[src/rtl/seq_pkg.sv]
package seq_pkg;

  // Reduce a written channel byte into the channel range.
  function automatic int unsigned fold_chan(int unsigned raw, int unsigned n);
    return raw % n;
  endfunction

  // Channel that follows cur inside the band [first..last], modulo n.
  function automatic int unsigned next_chan(int unsigned cur, int unsigned first,
                                            int unsigned last, bit pair,
                                            int unsigned n);
    int unsigned one_up;
    one_up = (cur + 1) % n;
    if (cur == last || (pair && one_up == last)) return first;
    if (pair) return (cur + 2) % n;
    return one_up;
  endfunction

endpackage

[src/rtl/seq_decode.sv]
module seq_decode #(
  parameter int ADDR_W    = 5,
  parameter int MUX_OFS   = 4,
  parameter int RANGE_OFS = 2
) (
  input  logic              wr_en,
  input  logic [ADDR_W-1:0] wr_addr,
  output logic              mux_wr,
  output logic              range_wr
);
  always_comb begin
    mux_wr   = wr_en && (wr_addr == ADDR_W'(MUX_OFS));
    range_wr = wr_en && (wr_addr == ADDR_W'(RANGE_OFS));
  end
endmodule

[src/rtl/seq_pointer.sv]
module seq_pointer
  import seq_pkg::*;
#(
  parameter int N_CH = 16,
  localparam int CH_W = $clog2(N_CH)
) (
  input  logic            clk,
  input  logic            rst_n,
  input  logic            mux_wr,
  input  logic [7:0]      band_lo,
  input  logic [7:0]      band_hi,
  input  logic            step,
  input  logic            pair,
  output logic [CH_W-1:0] cur_q,
  output logic [CH_W-1:0] first_q,
  output logic [CH_W-1:0] last_q
);
  logic [CH_W-1:0] lo_fold, hi_fold, stepped;

  always_comb begin
    lo_fold = CH_W'(fold_chan(int'(band_lo), N_CH));
    hi_fold = CH_W'(fold_chan(int'(band_hi), N_CH));
    stepped = CH_W'(next_chan(int'(cur_q), int'(first_q), int'(last_q), pair, N_CH));
  end

  always_ff @(posedge clk) begin
    if (!rst_n) begin
      cur_q   <= '0;
      first_q <= '0;
      last_q  <= '0;
    end else if (mux_wr) begin
      cur_q   <= lo_fold;
      first_q <= lo_fold;
      last_q  <= hi_fold;
    end else if (step) begin
      cur_q   <= stepped;
    end
  end
endmodule

[src/rtl/seq_gain_mem.sv]
module seq_gain_mem #(
  parameter int N_CH    = 16,
  parameter int RANGE_W = 6,
  localparam int CH_W   = $clog2(N_CH)
) (
  input  logic               clk,
  input  logic               rst_n,
  input  logic               we,
  input  logic [CH_W-1:0]    sel,
  input  logic [RANGE_W-1:0] wcode,
  output logic [RANGE_W-1:0] rcode
);
  logic [RANGE_W-1:0] slot [N_CH];

  for (genvar g = 0; g < N_CH; g++) begin : g_slot
    always_ff @(posedge clk) begin
      if (!rst_n)                              slot[g] <= '0;
      else if (we && sel == CH_W'(g))          slot[g] <= wcode;
    end
  end

  assign rcode = slot[sel];
endmodule

[src/rtl/seq_tagger.sv]
module seq_tagger #(
  parameter int CH_W   = 4,
  parameter int DATA_W = 12,
  localparam int SW    = CH_W + DATA_W
) (
  input  logic              clk,
  input  logic              rst_n,
  input  logic              take,
  input  logic [CH_W-1:0]   chan,
  input  logic [DATA_W-1:0] data,
  output logic              valid,
  output logic [SW-1:0]     word
);
  always_ff @(posedge clk) begin
    if (!rst_n) begin
      valid <= 1'b0;
      word  <= '0;
    end else begin
      valid <= take;
      if (take) word <= {chan, data};
    end
  end
endmodule

[src/rtl/mux_scan_seq.sv]
module mux_scan_seq #(
  parameter int N_CH      = 16,
  parameter int DATA_W    = 12,
  parameter int RANGE_W   = 6,
  parameter int ADDR_W    = 5,
  parameter int MUX_OFS   = 4,
  parameter int RANGE_OFS = 2,
  localparam int CH_W     = $clog2(N_CH),
  localparam int SAMPLE_W = CH_W + DATA_W
) (
  input  logic                clk,
  input  logic                rst_n,
  input  logic                wr_en,
  input  logic [ADDR_W-1:0]   wr_addr,
  input  logic [15:0]         wr_data,
  input  logic                conv_done,
  input  logic [DATA_W-1:0]   adc_data,
  output logic [CH_W-1:0]     chan_out,
  output logic [RANGE_W-1:0]  range_out,
  output logic                sample_valid,
  output logic [SAMPLE_W-1:0] sample_out
);
  // Named internal events, also observed by the bound checker.
  logic            mux_wr, range_wr, step_evt, pair_step;
  logic [CH_W-1:0] first_q, last_q;

  assign step_evt  = conv_done;
  assign pair_step = range_out[RANGE_W-1];

  seq_decode #(.ADDR_W(ADDR_W), .MUX_OFS(MUX_OFS), .RANGE_OFS(RANGE_OFS)) u_dec (
    .wr_en(wr_en), .wr_addr(wr_addr), .mux_wr(mux_wr), .range_wr(range_wr)
  );

  seq_pointer #(.N_CH(N_CH)) u_ptr (
    .clk(clk), .rst_n(rst_n), .mux_wr(mux_wr),
    .band_lo(wr_data[7:0]), .band_hi(wr_data[15:8]),
    .step(step_evt), .pair(pair_step),
    .cur_q(chan_out), .first_q(first_q), .last_q(last_q)
  );

  seq_gain_mem #(.N_CH(N_CH), .RANGE_W(RANGE_W)) u_mem (
    .clk(clk), .rst_n(rst_n), .we(range_wr), .sel(chan_out),
    .wcode(wr_data[RANGE_W-1:0]), .rcode(range_out)
  );

  seq_tagger #(.CH_W(CH_W), .DATA_W(DATA_W)) u_tag (
    .clk(clk), .rst_n(rst_n), .take(step_evt), .chan(chan_out),
    .data(adc_data), .valid(sample_valid), .word(sample_out)
  );
endmodule

[config.mk]
export PLATFORM = sky130hd
export DESIGN_NAME = mux_scan_seq
export DESIGN_NICKNAME = d
export VERILOG_FILES = /design/src/rtl/seq_pkg.sv /design/src/rtl/seq_decode.sv /design/src/rtl/seq_pointer.sv /design/src/rtl/seq_gain_mem.sv /design/src/rtl/seq_tagger.sv /design/src/rtl/mux_scan_seq.sv
export SDC_FILE = /design/constraint.sdc
export NUM_CORES = 1
export LEC_CHECK = 0
export ABC_AREA = 1
export BUFFER_PORTS_ARGS = -buffer_cell sky130_fd_sc_hd__buf_2
export CAP_MARGIN = 20
export CORE_MARGIN = 4
export CORE_UTILIZATION = 40
export CTS_CLUSTER_SIZE = 40
export DETAILED_ROUTE_END_ITERATION = 8
export GPL_TIMING_DRIVEN = 0
export PLACE_DENSITY = 0.59
export SKIP_CTS_REPAIR_TIMING = 1
export SYNTH_ARGS = -nofsm -noshare
export SYNTH_HDL_FRONTEND = slang
export SYNTH_SLANG_ARGS = --single-unit
[constraint.sdc]
create_clock -name clk -period 1.6 [get_ports clk]
set_input_delay 0.08 -clock clk [delete_from_list [all_inputs] [get_ports clk]]
set_output_delay 0.08 -clock clk [all_outputs]
set_load 0.05 [all_outputs]
==> flow_metrics.env <==
export IMPL_seq_power_share_pct=29.2
export IMPL_total_power_w=0.0141
export IMPL_drtAntennaViolNets=0
export IMPL_skew_ns=0.0108
export IMPL_port_buffers=56
export IMPL_dr_max_layer_used="met4"
export IMPL_crit_required_ns=1.52
export IMPL_fin_crit_sh_pct=130
export IMPL_cp_arrival_ns=2.00
export IMPL_multiInputGateArea_um2=2460
export IMPL_synth_top_area_share_pct=48.8
export IMPL_post_route_drc_count=0
export IMPL_maxSlewHeadroom_pct=21.9
export IMPL_dp_hpwl_um=11900
export IMPL_netlist_area_um2=5910
export IMPL_internal_power_w=0.00833
export IMPL_vias_per_cell=5.38
export IMPL_pwr_share_comb_pct=46.8
export IMPL_rsz0062_at_grt="yes"
export IMPL_register_area_um2=3560
export IMPL_yosys_most_used_dff="edfxtp_1"
export IMPL_overflow=0
export IMPL_final_max_slew_viol_count=0
export IMPL_post_synth_most_frequent_cells="nor2_1 (174), edfxtp_1 (96), nand2_1 (76), o21ai_0 (76), inv_1 (52)"
export IMPL_end_kind="output pin"
export IMPL_start_kind="flip-flop"
export IMPL_antenna_found_initial=0
export IMPL_nNetsFinal=798
export IMPL_ioPinCount=64
export IMPL_n_antenna_cell=0
export IMPL_cts_root_buf="clkbuf_16"
export IMPL_timing_fmax_mhz=481
export IMPL_clk_latency_ns=0.43
export IMPL_htreeDepth=4
export IMPL_cp_max_fo=7
export IMPL_vias=5127
export IMPL_rows=44
export IMPL_hold_viol_final=0
export IMPL_critPathBufInv=4
export IMPL_min_delay_path_class="in2reg"
export IMPL_cts_buffer_depth=2
export IMPL_p_sw_w=0.00574
export IMPL_syn_to_final_growth_pct=34.9
export IMPL_p_per_area_nw_per_um2=1760
export IMPL_ys_warn_count=0
export IMPL_start_util_pct=40.8
export IMPL_finalSetupViolations=14
export IMPL_grt_max_degree=17
export IMPL_min_period_ns=2.08
export IMPL_cts_sinks=129
export IMPL_async_flop_share_pct=0
export IMPL_synth_most_common_cell="nor2_1"
export IMPL_wl_met3_um=1490
export IMPL_drtIter0Drc=470
export IMPL_critPathTopFamily="compound AO/OA/AOI/OAI gates"
export IMPL_final_cell_area_um2=7970
export IMPL_r2r_slack_ns=-0.14
export IMPL_synth_distinct_cells=26
export IMPL_layout_drive_gt1_share_pct=28.0
export IMPL_fin_util_pct=55.1
export IMPL_m1WireLength_um=7410
export IMPL_vdd_drop_max_uv=1340
export IMPL_cap_viol_max_count=0
export IMPL_setup_ws_ns=-0.481
export IMPL_ys_ff_latch=129
export IMPL_grt_pass1_wl_um=26400
export IMPL_avgSynthCellArea_um2=9.19
export IMPL_place_gp_congestion=0.911
export IMPL_coreArea_um2=14500
export IMPL_synth_edf_count=96
export IMPL_p_clk_share_pct=24.0
export IMPL_critPathMaxStageDelay_ns=0.39
export IMPL_crit_path_cell_trace="inv_6 > buf_12 > buf_8 > o21ai_4 > o22ai_2 > o211ai_1 > nand2_1 > buf_6"
export IMPL_clk_pin_slew_ns=0.06
export IMPL_status="complete, but fails checks"
export IMPL_synthTopCellsByArea="edfxtp_1 (49%), dfxtp_1 (11%), nor2_1 (11%)"
export IMPL_dr_pass1_iters=7
export IMPL_drt_total_wl_um=17900
export IMPL_hold_ws_ns=0.0883
export IMPL_crit_slowest_cell="dfxtp_4"
export IMPL_switching_share_pct=40.8
export IMPL_cts_tree="built"
export IMPL_yosysSeqAreaShare_pct=59.9
export IMPL_met2_length_um=8500
export IMPL_p_leak_nw=3.30
export IMPL_worst_setup_path_type="reg2out"
export IMPL_n_fill_cell=1279
export IMPL_dpl_instance_area_um2=6500
export IMPL_wl_per_cell_um=18.8
export IMPL_worst_pin_slew_ns=1.17
export IMPL_violations="setup timing"
export IMPL_syn_inst=643
export IMPL_syn_nets=685
export IMPL_grt_pass1_vias=4920
export IMPL_die_area_um2=16800
export IMPL_numCtsBuffers=17
export IMPL_die_h_um=130
export IMPL_grt_use_total_pct=21.3
export IMPL_synth_top_area_cell="edfxtp_1"
export IMPL_die_x_um=130
per-stage QoR:
| step | instances | worst slack, ns | TNS, ns |
|---|---|---|---|
| after global routing | 953 | -0.514 | -5.24 |
| final | 953 | -0.481 | -3.34 |
| after floorplan | 643 | -0.0524 | -1.21 |
| after global placement | 883 | -0.570 | -23.53 |
| after CTS | 915 | -1.02 | -23.19 |
| after detailed placement | 883 | -0.558 | -25.54 |
kinds of logic after synthesis:
logic type	synth area share, %
buf+inv	6.08
simple gates	20.7
flops	59.9
compound gates	11.1
fa+ha+maj	1.06
xor+xnor	1.19
power by group through the flow:
stage               sequential [W]  combinational (W)  clock, W
floorplan                  0.00431            0.00317         0
global placement           0.00410            0.00465         0
detailed placement         0.00411            0.00471         0
CTS                        0.00405            0.00473   0.00338
global route               0.00414            0.00701   0.00358
finish                     0.00411            0.00658   0.00337
cell usage in the layout, fill, tap and decap left out, types with 7 or more instances in the layout:
master / instances
o21ai_4: 17
nand3_2: 24
a21oi_1: 8
clkbuf_16: 20
clkbuf_1: 19
clkinv_2: 7
o221ai_1: 12
buf_6: 10
nand2_1: 66
buf_2: 51
edfxtp_1: 96
nand3_1: 16
buf_4: 19
inv_1: 43
dlygate4sd3_1: 20
nand2_2: 7
o21ai_0: 54
nor2_1: 168
dfxtp_1: 26
inv_2: 8
final cells by class:
cell class / instances / share of cell area [%]
multi-input combinational: 424 / 30.8
timing repair buffer: 95 / 9.15
clock buffer: 24 / 5.79
sequential: 129 / 44.7
clock inverter: 8 / 0.518
inverter: 56 / 2.86
buffer: 33 / 3.23
tap: 184 / 2.89
worst paths after layout:
path                    startpoint               end  cells past startpoint
hold reg to reg   u_ptr.first_q[3]  u_ptr.first_q[3]                      2
hold / removal           conv_done     u_tag.word[1]                      4
setup reg to reg         flip-flop    u_ptr.cur_q[3]                     14
setup / recovery         flip-flop      range_out[2]                      8
worst register-to-register path: cells and delay by family (launching register included):
kind                   cells  cell delay [ns]
and+or+nand+nor           10             0.78
DFF                        1             0.39
buffers and inverters      3             0.33
AOI/OAI and AO/OA          1             0.18
sequential cells by signal, indices dropped and copies added, names as in the netlist, named ones only:
| signal | count |
|---|---|
| u_mem.slot | 96 |
| u_ptr.first_q | 4 |
| u_ptr.last_q | 4 |
| u_ptr.cur_q | 4 |
| u_tag.word | 16 |
| u_tag.valid | 1 |
metal layers:
layer | vias to the layer above | GRT usage (%)
met4 | 0 | 8.92
met3 | 39 | 6.92
met1 | 2452 | 27.6
met2 | 244 | 32.8
li1 | 2392 | -
met5 | - | 0
No activity file was read; power rests on OpenSTA's default activity.
